### src/rtl/keyslot_pkg.sv
package keyslot_pkg;

  // Slot number held by ring entry idx at reset: ascending order with the reserved slot skipped.
  function automatic int unsigned reset_entry(input int unsigned idx, input int unsigned rsvd);
    return (idx < rsvd) ? idx : idx + 1;
  endfunction

endpackage

### src/rtl/ks_slot_ring.sv
module ks_slot_ring #(
  parameter int unsigned NUM_SLOTS = 8,
  parameter int unsigned RSVD_SLOT = 4,
  localparam int unsigned SW    = $clog2(NUM_SLOTS),
  localparam int unsigned DEPTH = NUM_SLOTS - 1,
  localparam int unsigned PW    = (DEPTH > 1) ? $clog2(DEPTH) : 1,
  localparam int unsigned CW    = $clog2(NUM_SLOTS)
) (
  input  logic          clk,
  input  logic          rst_n,
  input  logic          push,
  input  logic [SW-1:0] push_slot,
  input  logic          pop,
  output logic [SW-1:0] head_slot,
  output logic [CW-1:0] count
);
  import keyslot_pkg::*;

  localparam logic [PW-1:0] LAST = PW'(DEPTH - 1);

  logic [SW-1:0] mem_q [DEPTH];
  logic [PW-1:0] rd_q, rd_d, wr_q, wr_d;
  logic [CW-1:0] cnt_q, cnt_d;

  // An empty ring passes the incoming slot straight through, so a pop in the same cycle sees it.
  assign head_slot = (cnt_q == '0) ? push_slot : mem_q[rd_q];
  assign count     = cnt_q;

  always_comb begin
    rd_d  = rd_q;
    wr_d  = wr_q;
    cnt_d = cnt_q;
    if (push) wr_d = (wr_q == LAST) ? '0 : wr_q + 1'b1;
    if (pop)  rd_d = (rd_q == LAST) ? '0 : rd_q + 1'b1;
    case ({push, pop})
      2'b10:   cnt_d = cnt_q + 1'b1;
      2'b01:   cnt_d = cnt_q - 1'b1;
      default: cnt_d = cnt_q;
    endcase
  end

  always_ff @(posedge clk or negedge rst_n) begin
    if (!rst_n) begin
      rd_q  <= '0;
      wr_q  <= '0;
      cnt_q <= CW'(DEPTH);
    end else begin
      rd_q  <= rd_d;
      wr_q  <= wr_d;
      cnt_q <= cnt_d;
    end
  end

  for (genvar i = 0; i < DEPTH; i++) begin : g_entry
    logic we;
    assign we = push && (wr_q == PW'(i));
    always_ff @(posedge clk or negedge rst_n) begin
      if (!rst_n)  mem_q[i] <= SW'(reset_entry(i, RSVD_SLOT));
      else if (we) mem_q[i] <= push_slot;
    end
  end

  AST_RING_NO_OVERRUN: assert property (@(posedge clk) disable iff (!rst_n)
    (cnt_q == CW'(DEPTH)) |-> !(push && !pop));
  AST_RING_NO_UNDERRUN: assert property (@(posedge clk) disable iff (!rst_n)
    (cnt_q == '0 && pop) |-> push);

endmodule

### src/rtl/ks_free_map.sv
module ks_free_map #(
  parameter int unsigned NUM_SLOTS = 8,
  parameter int unsigned RSVD_SLOT = 4,
  localparam int unsigned SW = $clog2(NUM_SLOTS)
) (
  input  logic                 clk,
  input  logic                 rst_n,
  input  logic                 rel_req,
  input  logic [SW-1:0]        rel_slot,
  input  logic                 grant,
  input  logic [SW-1:0]        grant_slot,
  output logic                 rel_accept,
  output logic                 dbl_hit,
  output logic [NUM_SLOTS-1:0] free_bits
);

  logic [NUM_SLOTS-1:0] bits_q, bits_d;
  logic                 rel_ok_slot;
  logic                 rel_is_free;

  assign rel_ok_slot = (32'(rel_slot) < NUM_SLOTS) && (32'(rel_slot) != RSVD_SLOT);
  assign rel_is_free = bits_q[rel_slot];
  assign rel_accept  = rel_req && rel_ok_slot && !rel_is_free;
  assign dbl_hit     = rel_req && rel_ok_slot && rel_is_free;
  assign free_bits   = bits_q;

  // The release is applied first and the grant second, so a slot passed through on an empty list ends up in use.
  always_comb begin
    bits_d = bits_q;
    if (rel_accept) bits_d[rel_slot]   = 1'b1;
    if (grant)      bits_d[grant_slot] = 1'b0;
  end

  for (genvar i = 0; i < NUM_SLOTS; i++) begin : g_bit
    logic en;
    assign en = (bits_d[i] != bits_q[i]);
    always_ff @(posedge clk or negedge rst_n) begin
      if (!rst_n)  bits_q[i] <= (i != RSVD_SLOT);
      else if (en) bits_q[i] <= bits_d[i];
    end
  end

  AST_RSVD_NEVER_FREE: assert property (@(posedge clk) disable iff (!rst_n)
    !bits_q[RSVD_SLOT]);
  AST_GRANT_WAS_FREE: assert property (@(posedge clk) disable iff (!rst_n)
    grant |-> (bits_q[grant_slot] || (rel_accept && rel_slot == grant_slot)));

endmodule

### src/rtl/keyslot_alloc.sv
module keyslot_alloc #(
  parameter int unsigned NUM_SLOTS = 8,
  parameter int unsigned RSVD_SLOT = 4,
  localparam int unsigned SW = $clog2(NUM_SLOTS),
  localparam int unsigned CW = $clog2(NUM_SLOTS)
) (
  input  logic          clk,
  input  logic          rst_n,
  input  logic          alloc_req,
  input  logic          rel_req,
  input  logic [SW-1:0] rel_slot,
  output logic          alloc_ok,
  output logic          alloc_fail,
  output logic [SW-1:0] alloc_slot,
  output logic [CW-1:0] free_count,
  output logic          dbl_free_err
);

  logic                 rel_accept, dbl_hit, grant;
  logic [SW-1:0]        head_slot;
  logic [CW-1:0]        ring_cnt;
  logic [NUM_SLOTS-1:0] free_bits;

  logic          ok_q, ok_d, fail_q, fail_d, err_q, err_d;
  logic [SW-1:0] slot_q, slot_d;
  logic          slot_en;

  // A grant is possible when the list holds a slot or a release is being appended this cycle.
  assign grant = alloc_req && ((ring_cnt != '0) || rel_accept);

  ks_free_map #(.NUM_SLOTS(NUM_SLOTS), .RSVD_SLOT(RSVD_SLOT)) map_i (
    .clk(clk), .rst_n(rst_n),
    .rel_req(rel_req), .rel_slot(rel_slot),
    .grant(grant), .grant_slot(head_slot),
    .rel_accept(rel_accept), .dbl_hit(dbl_hit), .free_bits(free_bits)
  );

  ks_slot_ring #(.NUM_SLOTS(NUM_SLOTS), .RSVD_SLOT(RSVD_SLOT)) ring_i (
    .clk(clk), .rst_n(rst_n),
    .push(rel_accept), .push_slot(rel_slot),
    .pop(grant), .head_slot(head_slot), .count(ring_cnt)
  );

  always_comb begin
    ok_d    = grant;
    fail_d  = alloc_req && !grant;
    err_d   = err_q || dbl_hit;
    slot_en = grant;
    slot_d  = head_slot;
  end

  always_ff @(posedge clk or negedge rst_n) begin
    if (!rst_n) begin
      ok_q   <= 1'b0;
      fail_q <= 1'b0;
      err_q  <= 1'b0;
    end else begin
      ok_q   <= ok_d;
      fail_q <= fail_d;
      err_q  <= err_d;
    end
  end

  always_ff @(posedge clk or negedge rst_n) begin
    if (!rst_n)       slot_q <= '0;
    else if (slot_en) slot_q <= slot_d;
  end

  assign alloc_ok     = ok_q;
  assign alloc_fail   = fail_q;
  assign alloc_slot   = slot_q;
  assign free_count   = ring_cnt;
  assign dbl_free_err = err_q;

  AST_NO_RSVD_GRANT: assert property (@(posedge clk) disable iff (!rst_n)
    alloc_ok |-> (32'(alloc_slot) != RSVD_SLOT));
  AST_OK_FAIL_EXCL: assert property (@(posedge clk) disable iff (!rst_n)
    !(alloc_ok && alloc_fail));
  AST_FAIL_ON_EMPTY: assert property (@(posedge clk) disable iff (!rst_n)
    alloc_fail |-> (free_count == '0));
  AST_ERR_STICKY: assert property (@(posedge clk) disable iff (!rst_n)
    dbl_free_err |=> dbl_free_err);
  AST_COUNT_MATCHES_MAP: assert property (@(posedge clk) disable iff (!rst_n)
    $countones(free_bits) == int'(free_count));
  AST_RSVD_REL_NO_EFFECT: assert property (@(posedge clk) disable iff (!rst_n)
    (rel_req && 32'(rel_slot) == RSVD_SLOT && !alloc_req) |=> $stable(free_count));
  AST_RESP_ONE_CYCLE: assert property (@(posedge clk) disable iff (!rst_n)
    alloc_req |=> (alloc_ok || alloc_fail));

endmodule

### config.mk
export PLATFORM = sky130hd
export DESIGN_NAME = keyslot_alloc
export DESIGN_NICKNAME = d
export VERILOG_FILES = /design/src/rtl/keyslot_pkg.sv /design/src/rtl/ks_slot_ring.sv /design/src/rtl/ks_free_map.sv /design/src/rtl/keyslot_alloc.sv
export SDC_FILE = /design/constraint.sdc
export NUM_CORES = 1
export LEC_CHECK = 0
export ABC_AREA = 1
export BUFFER_PORTS_ARGS = -buffer_cell sky130_fd_sc_hd__buf_4
export CORE_UTILIZATION = 60
export DETAILED_ROUTE_END_ITERATION = 16
export GPL_TIMING_DRIVEN = 0
export PLACE_DENSITY_LB_ADDON = 0.12
export SLEW_MARGIN = 20
export SYNTH_ARGS = -nofsm -noshare
export SYNTH_HDL_FRONTEND = slang
export SYNTH_HIERARCHICAL = 1
export SYNTH_SLANG_ARGS = --single-unit
export TNS_END_PERCENT = 5
### constraint.sdc
create_clock -name clk -period 3.16 [get_ports clk]
set_clock_uncertainty 0.1 [all_clocks]
set_input_delay 0.316 -clock clk [delete_from_list [all_inputs] [get_ports clk]]
set_output_delay 0.316 -clock clk [all_outputs]
set_load 0.05 [all_outputs]
Word level (Yosys, flattened, before mapping). Index checks and enable logic that the tools add are counted.

Register bits: 44. Bits of input ports: 7. Output and inout port bits: 9.

Add/sub/neg operators: 4. $lt $le $gt $ge: 5. Equal/unequal tests: 18. Mux-type cells: 15. Bitwise operators: 4. Reductions and logical operators: 22.

Operator list (count): 2-to-1 mux 8 bit (2); 2-to-1 mux 3 bit (5); logical AND 1 bit (14); == test 3 bit (second input constant) (4); adder 3 x 1 -> 3 bit (second input constant) (3); binary-select mux 3 bit (select 3 bit) (1); bitwise AND 8 bit (1); < comparator 3 x 4 -> 1 bit (second input constant) (2); != test 1 bit (8); inverter 8 bit (1); OR 8 bit (1); demux 1 bit (select 3 bit) (2); == test 3 x 2 -> 1 bit (second input constant) (2); >= comparator 3 x 1 -> 1 bit (second input constant) (2); zero test 3 bit (2); case mux 3 bit (2 select lines) (1); >= comparator 4 bit (second input constant) (1); inverter 3 -> 4 bit (1); binary-select mux 1 bit (select 3 bit) (1); == test 3 x 1 -> 1 bit (second input constant) (1); 2-to-1 mux 1 bit (3); != test 3 bit (second input constant) (1); nonzero test 3 bit (1); subtractor 3 x 1 -> 3 bit (second input constant) (1); other kinds (5) (7).

Logic depth before layout (Yosys ltp). Gate-level depths: netlist (run 1).

Word-level depth: 13. Gate-level depth with buffers: 18. Gate-level depth less buffers: 17.

Modules after synthesis. The synthesis (run 1) kept the hierarchy.

By module, submodules not included: ks_slot_ring (instances 1, cells each 194, area an instance 1537.7 um^2, seq. area each 768.2 um^2); ks_free_map (instances 1, cells each 108, area an instance 755.7 um^2, seq. area each 209.0 um^2); keyslot_alloc (instances 1, cells each 23, area an instance 225.2 um^2, seq. area each 150.1 um^2).

Worst setup path before layout (run 1). No wires, ideal clock.

Path type: input-to-reg. Start: in rel_slot[0]. End: reg ring_i.cnt_q[2], in the netlist ring_i/count[2]. Data arrival time: 2454 ps. Data required time: 2972 ps. Path slack: 518 ps. Stages on the path: 18. Path buffers: 1. Cell sequence: buf_6 -> inv_6 -> nand2_2 -> nand2_2 -> nor2_2 -> nor2_2 -> nand3_4 -> inv_1 -> nor2_1 -> nand2_2 -> nand2_2 -> inv_1 -> ha_1 -> inv_1 -> fa_1 -> a21oi_1 -> o21ai_0 -> xor2_1.

Longest elaborated chain between the ends: 8.

RTL lines: from (decl) (line keyslot_alloc.sv:11) `input logic [SW-1:0] rel_slot,`; binary-select mux 1 bit (select 3 bit) (line ks_free_map.sv:22) `assign rel_is_free = bits_q[rel_slot];`; 2-to-1 mux 1 bit (not written as such) (line ks_free_map.sv:22); zero test 1 bit (line ks_free_map.sv:23) `assign rel_accept = rel_req && rel_ok_slot && !rel_is_free;`; logical AND 1 bit (*) (line ks_free_map.sv:23); net rel_accept (line keyslot_alloc.sv:19) `logic rel_accept, dbl_hit, grant;`; logical OR 1 bit (*) (line keyslot_alloc.sv:29) `assign grant = alloc_req && ((ring_cnt != '0) || rel_accept);`; logical AND 1 bit (*) (line keyslot_alloc.sv:29); net grant (line keyslot_alloc.sv:19); == test 2 x 1 -> 1 bit / == test 2 bit (equally long branches) (line ks_slot_ring.sv:35) `case ({push, pop})`; case mux 3 bit (2 select lines) / nonzero test 2 bit (equally long branches); to (signal assigned) (line ks_slot_ring.sv:46) `cnt_q <= CW'(DEPTH);`; to (signal assigned) (line ks_slot_ring.sv:50) `cnt_q <= cnt_d;`; to (decl) (line ks_slot_ring.sv:23) `logic [CW-1:0] cnt_q, cnt_d;`.

Mark *: on every way through the listed nets, which the timed path passes. The rest lies on a longest branch. The select of a mux whose other input is x is not followed. A chain may end at the register's enable or synchronous reset.

Worst setup path in the final report (run 1).
Start: reg map_i.bits_q[5], in the netlist map_i/free_bits[5]. End: reg ring_i.cnt_q[1], in the netlist ring_i/count[1].

Longest elaborated chain between the ends: 8.

RTL lines: from (decl) (line ks_free_map.sv:17) `logic [NUM_SLOTS-1:0] bits_q, bits_d;`; from (signal, indexed assignment) (line ks_free_map.sv:38) `if (!rst_n) bits_q[i] <= (i != RSVD_SLOT);`; from (signal, indexed assignment) (line ks_free_map.sv:39) `else if (en) bits_q[i] <= bits_d[i];`; binary-select mux 1 bit (select 3 bit) (*) (line ks_free_map.sv:22); 2-to-1 mux 1 bit (not written as such) (*) (line ks_free_map.sv:22); zero test 1 bit (*) (line ks_free_map.sv:23); logical AND 1 bit (*) (line ks_free_map.sv:23); net rel_accept (line keyslot_alloc.sv:19); logical OR 1 bit (*) (line keyslot_alloc.sv:29); logical AND 1 bit (*) (line keyslot_alloc.sv:29); net grant (line keyslot_alloc.sv:19); == test 2 x 1 -> 1 bit / == test 2 bit (equally long branches) (line ks_slot_ring.sv:35); case mux 3 bit (2 select lines) / nonzero test 2 bit (equally long branches).

Marked as above.

==> flow_metrics.env, run 1 <==
export IMPL_clkTransAtPathRegs_ps=80
export IMPL_tritoncts="built"
export IMPL_io_buffers=15
export IMPL_dp_slack_ps=6.32
export IMPL_drive_gt1_frac=0.244
export IMPL_yosysMostFrequentCell="nand2_1"
export IMPL_synthTopCellsByArea="dfrtp_1 23%, dfstp_2 22%, nand2_1 15%"
export IMPL_grt_use_met1=0.383
export IMPL_rsz0062_at_grt="false"
export IMPL_fmax_mhz=349
export IMPL_synth_edf_count=0
export IMPL_syn_nets=335
export IMPL_synth_top_area_cell="dfrtp_1"
export IMPL_busiest_layer="met2"
export IMPL_area_growth_pct=12.5
export IMPL_io_pins=16
export IMPL_cts_buffer_depth=2
export IMPL_nFillCells=333
export IMPL_vdd_ir_drop_worst_mv=0.780
export IMPL_timing_setup_tns_ps=0
export IMPL_overflow=0
export IMPL_die_w_um=66.8
export IMPL_cp_required_ps=3270
export IMPL_async_flop_share=1.00
export IMPL_start_kind="register"
export IMPL_yosys_register_bits=44
export IMPL_ys_types=32
export IMPL_cts_buffers_inserted=5
export IMPL_maxSlewViolCount=0
export IMPL_fin_crit_sh=0.907
export IMPL_diodes=0
export IMPL_slew_headroom=0.635
export IMPL_drc_errors=0
export IMPL_grt_usage=0.268
export IMPL_p_int_mw=1.63
export IMPL_final_setup_worst_slack_ps=293
export IMPL_cap_violations=0
export IMPL_drtIter0Drc=207
export IMPL_synthDominantCellAreaShare=0.229
export IMPL_synth_flop_cell="dfrtp_1"
export IMPL_worstSetupPathType="register to register"
export IMPL_wl_per_cell_um=12.9
export IMPL_synth_common_cells="100 x nand2_1, 41 x inv_1, 23 x dfrtp_1"
export IMPL_routed_wirelength_mm=5.17
export IMPL_vias=2135
export IMPL_clkPwrFrac=0.161
export IMPL_synthCells=325
export IMPL_dpl_hpwl_mm=3.74
export IMPL_insertion_delay_ps=290
export IMPL_first_pass_iters=5
export IMPL_comb_power_share=0.474
export IMPL_avgSynthCellArea_um2=7.75
export IMPL_h_tree_depth=2
export IMPL_die_y_um=66.8
export IMPL_pwr_share_seq=0.365
export IMPL_hold_path_class="input port to register"
export IMPL_ys_warn_count=6
export IMPL_hold_viol_final=0
export IMPL_p_leak_nw=1.45
export IMPL_fin_util=0.703
export IMPL_grt_pass1_vias=1960
export IMPL_post_route_min_period_ps=2870
export IMPL_use_met3=0.0445
export IMPL_grt_max_degree=45
export IMPL_p_per_area_nw_per_um2=1010
export IMPL_post_cts_buffers=0
export IMPL_worstSetupEndpointType="register"
export IMPL_arrival_ps=2980
export IMPL_finalSetupViolCount=0
export IMPL_nNetsFinal=358
export IMPL_ys_seq_area_frac=0.448
export IMPL_grt_pass1_wl_mm=8.94
export IMPL_worstPathMaxFanout=9
export IMPL_synthesis_area_um2=2520
export IMPL_core_um2=4030
export IMPL_drt_antenna_violating_nets=0
export IMPL_cts_root_buf="clkbuf_8"
export IMPL_antenna_found_initial=0
export IMPL_tightest_slew_ps=547
export IMPL_cts_sinks=44
export IMPL_initial_utilization=0.625
export IMPL_r2r_setup_slack_ps=290
export IMPL_gp_congestion=0.806
export IMPL_swShare=0.431
export IMPL_switchingPower_mw=1.24
export IMPL_status="finished clean"
export IMPL_row_count=23
export IMPL_use_met2=0.419
export IMPL_vias_per_cell=5.35
export IMPL_die_area_um2=4460
==> sequential cells by signal (all words and copies together) (netlist names) <==
name	cells
ring_i/count	3
alloc_slot	3
alloc_ok	1
dbl_free_err	1
ring_i/wr_q	3
map_i/free_bits	8
alloc_fail	1
ring_i/mem_q	21
ring_i/rd_q	3
==> cell type report <==
class | instances | area, um2 | share of cell area
inverter | 47 | 193 | 0.0680
tap | 50 | 62.6 | 0.0221
buffer | 5 | 53.8 | 0.0190
clock buffer | 7 | 96.3 | 0.0340
multi-input combinational | 229 | 1150 | 0.405
timing repair buffer | 16 | 123 | 0.0433
clock inverter | 1 | 30.0 | 0.0106
sequential | 44 | 1130 | 0.398
==> power groups by stage <==
| stage | combinational, mW | sequential, mW | clock, mW |
|---|---|---|---|
| final | 1.36 | 1.05 | 0.462 |
| after CTS | 1.36 | 1.05 | 0.474 |
| after global routing | 1.54 | 1.08 | 0.493 |
| after detailed placement | 1.34 | 1.06 | 0 |
| after floorplan | 0.906 | 1.17 | 0 |
| after global placement | 1.30 | 1.05 | 0 |
==> metal layers <==
metal,vias to the layer above,part of all wire
met1,991,0.48
li1,1081,-
met2,57,0.46
met5,-,0
met3,6,0.051
met4,0,0.011
==> cell families (layout without fill, tap and decap cells) <==
group | Yosys count | count (layout) | synth area share
fa+ha+maj | 3 | 3 | 0.0179
compound gates | 39 | 39 | 0.0864
flops | 44 | 44 | 0.448
xor+xnor | 2 | 2 | 0.00696
buf+inv | 52 | 76 | 0.0964
simple gates | 185 | 185 | 0.345
==> per-stage QoR <==
stage               hold WS [ps]  area, um2  power, mW  instances
finish                       172       2830       2.87        399
CTS                          166       2830       2.88        399
global route                 185       2830       3.12        399
floorplan                  -79.6       2520       2.07        325
global placement             237       2690       2.35        390
detailed placement           238       2690       2.39        390
==> what timing repair did <==
item,CTS,global route
gates resized for setup,0,1
hold buffers,1,0
setup endpoints to repair,0,1
hold endpoints to repair,23,0
==> path summary, 6_finish.rpt <==
path	start	end	depth (start not counted)
max	map_i/free_bits[5]	ring_i/count[1]	15
max in group asynchronous	rst_n	ring_i/mem_q[2]	2
min in group asynchronous	rst_n	ring_i/mem_q[18]	2
max reg2reg	map_i/free_bits[5]	ring_i/count[1]	15
min reg2reg	dbl_free_err	dbl_free_err	1
min	alloc_req	alloc_fail	3
==> critical path, cell delays in order, from the launching register on <==
cell and delay, ps:
dfstp_2 520, inv_1 60, nand2_1 70, inv_1 50, nor2_2 100, nor2_2 60
nand3_4 130, inv_1 140, nor2_1 150, nand2_2 100, nand2_2 120, clkinvlp_4 210
ha_1 240, inv_1 100, fa_1 430, o21ai_0 200
==> placed cells by master (no fill, tap or decap), types with 6 or more instances in the layout <==
master	synthesis	final
buf_4	0	15
dfstp_2	21	21
nand2_2	6	6
nand2_1	100	100
nor2_2	13	13
nand3_1	21	21
nand4_1	12	12
o21ai_0	21	21
nor2_1	21	21
a21oi_1	10	10
clkbuf_8	0	7
inv_1	41	40
dfrtp_1	23	23
(Power assumes the default switching activity.)
==> inputs of run 2 (changes only) <==
Settings changed: SYNTH_HIERARCHICAL 1 to not set.
==> run 2 against run 1 <==
Net effect: total power is 5.1% lower; global-route usage shrank 1.2 points; die area is 5.6% lower; critical path depth unchanged; sequential cell count unchanged; sequential power about the same; via count shrank 10%; cell area is 7.6% lower; non-clock buffer count up 2; setup slack improved by 240 ps.
==> flow_metrics.env, run 2 <==
export IMPL_arrival_ps=2740
export IMPL_overflow=0
export IMPL_area_growth_pct=10.3
export IMPL_avgSynthCellArea_um2=8.13
export IMPL_drtIter0Drc=102
export IMPL_status="finished clean"
export IMPL_yosys_register_bits=44
export IMPL_drive_gt1_frac=0.208
export IMPL_die_area_um2=4210
export IMPL_insertion_delay_ps=290
export IMPL_synth_flop_cell="dfrtp_1"
export IMPL_cts_sinks=44
export IMPL_dpl_hpwl_mm=3.43
export IMPL_hold_buffers=1
export IMPL_cts_buffers_inserted=5
export IMPL_finalSetupViolCount=0
export IMPL_synth_top_area_cell="dfrtp_1"
export IMPL_io_buffers=13
export IMPL_final_area_um2=2620
export IMPL_nFillCells=327
export IMPL_timing_setup_tns_ps=0
export IMPL_cts_resized=0
export IMPL_post_cts_buffers=0
export IMPL_initial_utilization=0.639
export IMPL_p_leak_nw=1.22
export IMPL_diodes=0
export IMPL_r2r_setup_slack_ps=530
export IMPL_vdd_ir_drop_worst_mv=0.532
export IMPL_p_per_area_nw_per_um2=1040
export IMPL_post_route_min_period_ps=2630
export IMPL_synthCells=292
export IMPL_drc_errors=0
export IMPL_ys_warn_count=0
export IMPL_fmax_mhz=381
export IMPL_tightest_slew_ps=586
export IMPL_worstPathMaxFanout=10
export IMPL_cts_root_buf="clkbuf_8"
export IMPL_rsz0062_at_grt="false"
export IMPL_vias=1918
export IMPL_synth_edf_count=0
export IMPL_largest_reg_flops=21
export IMPL_gp_congestion=0.848
export IMPL_fin_crit_sh=0.831
export IMPL_grt_usage=0.255
export IMPL_dp_slack_ps=382
export IMPL_start_kind="register"
export IMPL_die_y_um=64.9
export IMPL_cts_buffer_depth=2
export IMPL_drt_antenna_violating_nets=0
export IMPL_nNetsFinal=323
export IMPL_synthesis_area_um2=2370
export IMPL_final_cell_mix="58 x nand2_1, 43 x nor2_1, 31 x inv_1"
export IMPL_antenna_found_initial=0
export IMPL_yosysMostFrequentCell="nand2_1"
export IMPL_vias_per_cell=5.31
export IMPL_tritoncts="built"
export IMPL_row_count=22
export IMPL_first_pass_iters=4
export IMPL_synthDominantCellAreaShare=0.242
export IMPL_die_w_um=64.9
export IMPL_fin_hold_ws_ps=176
export IMPL_grt_pass1_wl_mm=8.07
export IMPL_h_tree_depth=2
export IMPL_maxSlewViolCount=0
export IMPL_routed_wirelength_mm=4.80
export IMPL_slew_headroom=0.609
export IMPL_worstSetupPathType="register to register"
export IMPL_io_pins=16
export IMPL_worstSetupEndpointType="register"
export IMPL_syn_nets=302
export IMPL_core_um2=3720
export IMPL_grt_pass1_vias=1797
export IMPL_regMostFlops="ring_i.mem_q"
export IMPL_cap_violations=0
export IMPL_ys_types=33
export IMPL_async_flop_share=1.00
export IMPL_final_common_cell="nand2_1"
export IMPL_final_setup_worst_slack_ps=534
export IMPL_cp_required_ps=3270
export IMPL_clkTransAtPathRegs_ps=80
export IMPL_dpl_instance_area_um2=2530
export IMPL_grt_max_degree=45
export IMPL_hold_viol_final=0
export IMPL_synth_common_cells="58 x nand2_1, 43 x nor2_1, 31 x inv_1"
export IMPL_hold_path_class="input port to register"
export IMPL_ys_seq_area_frac=0.475
export IMPL_wl_per_cell_um=13.3
export IMPL_synthTopCellsByArea="dfrtp_1 24%, dfstp_2 23%, nand2_1 9.2%"
==> run 2: critical path: stages, from the launching register on <==
cell      delay (ps)
dfrtp_1          370
inv_1             80
nand2_1           60
nand3_1           80
nand2_1           60
nor2_2           160
nand3_4          270
nand2_4          190
nand2_4          110
clkinv_2          90
ha_1             130
inv_1             60
fa_1             370
a21oi_1          140
o21ai_0          110
xor2_1           150
==> run 2: cell families (layout without fill, tap and decap cells) <==
family	count (synthesis)	in the layout	synth area share
AND/OR/NAND/NOR	147	147	0.300
AO/OA/AOI/OAI	50	50	0.112
buffers and inverters	45	66	0.0832
flip-flops	44	44	0.475
adder cells (fa/ha/maj)	3	3	0.0190
XOR/XNOR	3	3	0.0111
==> run 2: final timing paths <==
path,start,to,cells after the start
worst max-delay path,map_i.free_bits[4],ring_i.count[2],15
worst min-delay path,alloc_req,alloc_fail,3
worst max register to register,map_i.free_bits[4],ring_i.count[2],15
worst min register to register,dbl_free_err,dbl_free_err,1
max in group asynchronous,rst_n,map_i.free_bits[3],2
min in group asynchronous,rst_n,ring_i.rd_q[0],2
==> run 2: power breakdown <==
| part | leakage (nW) | internal (mW) | switching [mW] |
|---|---|---|---|
| combinational | 0.679 | 0.438 | 0.890 |
| sequential | 0.501 | 0.921 | 0.147 |
| clock | 0.0383 | 0.152 | 0.175 |
| total | 1.22 | 1.51 | 1.21 |
==> run 2: through the flow <==
stage               utilization  power, mW  std cells
global placement          0.681       2.35        353
finish                    0.705       2.72        361
global route              0.705       2.95        361
CTS                       0.705       2.73        361
detailed placement        0.681       2.39        353
floorplan                     -       2.08        292
==> run 2: per-layer routing <==
| metal | global-route usage | routed length (um) | up-vias |
|---|---|---|---|
| met1 | 0.349 | 2320 | 886 |
| li1 | - | - | 977 |
| met4 | 0.0667 | 55 | 0 |
| met2 | 0.411 | 2190 | 47 |
| met3 | 0.0528 | 237 | 8 |
| met5 | 0 | 0 | - |
==> run 2: final cells by class <==
class                      instances  area (um2)  area share
inverter                          36         136      0.0521
buffer                             9        61.3      0.0234
multi-input combinational        203        1050       0.401
timing repair buffer              14         108      0.0411
tap                               48        60.1      0.0229
sequential                        44        1130       0.430
clock buffer                       7        76.3      0.0291
==> inputs of run 3 (changes only) <==
Clock period 3.16 ns to 2.72 ns, I/O delays scaled along.
==> run 3 against run 2 <==
Net effect: non-clock buffer count up 3; core utilization rose by 0.61 points; wire length grew 0.42%; die area unchanged; critical path depth decreased by 3; via count up 1.1%; sequential cell count unchanged; critical path type unchanged; clock-buffer cell count stayed put.
==> flow_metrics.env, run 3 (synthesis gave the netlist of run 2 again) <==
export IMPL_vdd_ir_drop_worst_mv=0.618
export IMPL_core_um2=3720
export IMPL_cp_num_buf_inv=4
export IMPL_die_w_um=64.9
export IMPL_fin_crit_sh=0.905
export IMPL_arrival_ps=2580
export IMPL_rsz0062_at_grt="false"
export IMPL_cts_root_buf="clkbuf_8"
export IMPL_cts_buffers_inserted=5
export IMPL_drtIter0Drc=125
export IMPL_io_buffers=13
export IMPL_vias=1939
export IMPL_p_leak_nw=1.23
export IMPL_overflow=0
export IMPL_finalSetupViolCount=0
export IMPL_grt_max_degree=45
export IMPL_vias_per_cell=5.33
export IMPL_drive_gt1_frac=0.215
export IMPL_area_growth_pct=11.2
export IMPL_nNetsFinal=326
export IMPL_crit_family="flip-flops"
export IMPL_tritoncts="built"
export IMPL_start_kind="register"
export IMPL_final_cell_mix="58 x nand2_1, 43 x nor2_1, 31 x inv_1"
export IMPL_cp_cell_sequence="inv_1 -> nand3_1 -> inv_1 -> nand2_4 -> nand2_4 -> clkinv_2 -> ha_1 -> inv_1 -> fa_1 -> a21oi_1 -> o21ai_0 -> xor2_1"
export IMPL_tightest_slew_ps=566
export IMPL_critPathSlowestCell="dfstp_2"
export IMPL_slew_headroom=0.623
export IMPL_status="finished clean"
export IMPL_fin_hold_ws_ps=134
export IMPL_path_depth=12
export IMPL_row_count=22
export IMPL_initial_utilization=0.639
export IMPL_worstPathMaxFanout=10
export IMPL_post_route_min_period_ps=2460
export IMPL_whs_path_depth=3
export IMPL_dp_cells=353
export IMPL_fmax_mhz=406
export IMPL_clkTransAtPathRegs_ps=80
export IMPL_die_y_um=64.9
export IMPL_hold_path_class="input port to register"
export IMPL_cp_required_ps=2830
export IMPL_maxSlewViolCount=0
export IMPL_dpl_hpwl_mm=3.43
export IMPL_cts_sinks=44
export IMPL_worstSetupPathType="register to register"
export IMPL_drt_antenna_violating_nets=0
export IMPL_regMostFlops="ring_i.mem_q"
export IMPL_io_pins=16
export IMPL_antenna_found_initial=0
export IMPL_grt_usage=0.255
export IMPL_critPathMaxStageDelay_ps=550
export IMPL_crit_top_cell="inv_1"
export IMPL_drc_errors=0
export IMPL_final_common_cell="nand2_1"
export IMPL_cts_buffer_depth=2
export IMPL_grt_pass1_vias=1797
export IMPL_first_pass_iters=4
export IMPL_insertion_delay_ps=290
export IMPL_diodes=0
export IMPL_r2r_cells=12
export IMPL_routed_wirelength_mm=4.82
export IMPL_cap_violations=0
export IMPL_dp_slack_ps=-13.9
export IMPL_largest_reg_flops=21
export IMPL_h_tree_depth=2
export IMPL_worstSetupEndpointType="register"
export IMPL_final_setup_worst_slack_ps=257
export IMPL_gp_congestion=0.848
export IMPL_timing_setup_tns_ps=0
export IMPL_grt_pass1_wl_mm=8.07
export IMPL_wl_per_cell_um=13.2
export IMPL_die_area_um2=4210
export IMPL_hold_viol_final=0
export IMPL_stdcell_count=364
export IMPL_p_per_area_nw_per_um2=1200
-- run 3: where the power goes --
part           switching, mW  leakage (nW)  internal (mW)  total [mW]
Sequential             0.172         0.501           1.07        1.24
Combinational           1.03         0.692          0.520        1.55
Clock                  0.205        0.0383          0.177       0.382
Total                   1.41          1.23           1.77        3.18
-- run 3: final cells by class --
| cell class | instances | area [um2] |
|---|---|---|
| Timing Repair Buffer | 17 | 130 |
| Inverter | 36 | 136 |
| Buffer | 9 | 61.3 |
| Fill cell | 321 | 1070 |
| Sequential cell | 44 | 1130 |
| Multi-Input combinational cell | 203 | 1050 |
| Clock buffer | 7 | 76.3 |
| Tap cell | 48 | 60.1 |
-- run 3: routing by layer --
metal / vias to the layer above / track usage / part of all wire
li1: 982 / - / -
met1: 903 / 0.349 / 0.48
met2: 46 / 0.411 / 0.46
met3: 8 / 0.0528 / 0.044
met4: 0 / 0.0667 / 0.012
met5: - / 0 / 0
-- run 3: path summary, 6_finish.rpt --
path | slack (ps) | end | from
min reg2reg | 360 | dbl_free_err | dbl_free_err
max in group asynchronous | 1730 | map_i.free_bits[3] | rst_n
max reg2reg | 260 | ring_i.count[2] | ring_i.count[0]
min in group asynchronous | 410 | ring_i.rd_q[0] | rst_n
min | 130 | alloc_fail | alloc_req
max | 260 | ring_i.count[2] | ring_i.count[0]
-- run 3: metrics by stage --
step	utilization	power, mW	area [um2]
CTS	0.705	3.17	2620
floorplan	-	2.41	2370
detailed placement	0.681	2.78	2530
global route	0.711	3.44	2640
global placement	0.681	2.73	2530
finish	0.711	3.18	2640
-- run 3: tightest hold or removal path, cell delays in order --
cell,delay (ps)
buf_4,140
inv_1,50
nor2_1,40
-- run 3: repair_timing --
item                                    in CTS  in global routing
hold buffers                                 1                  0
endpoints found under the setup margin       0                  1
resized for setup                            0                  0
buffers inserted                             0                  3
hold endpoints to repair                    23                  0
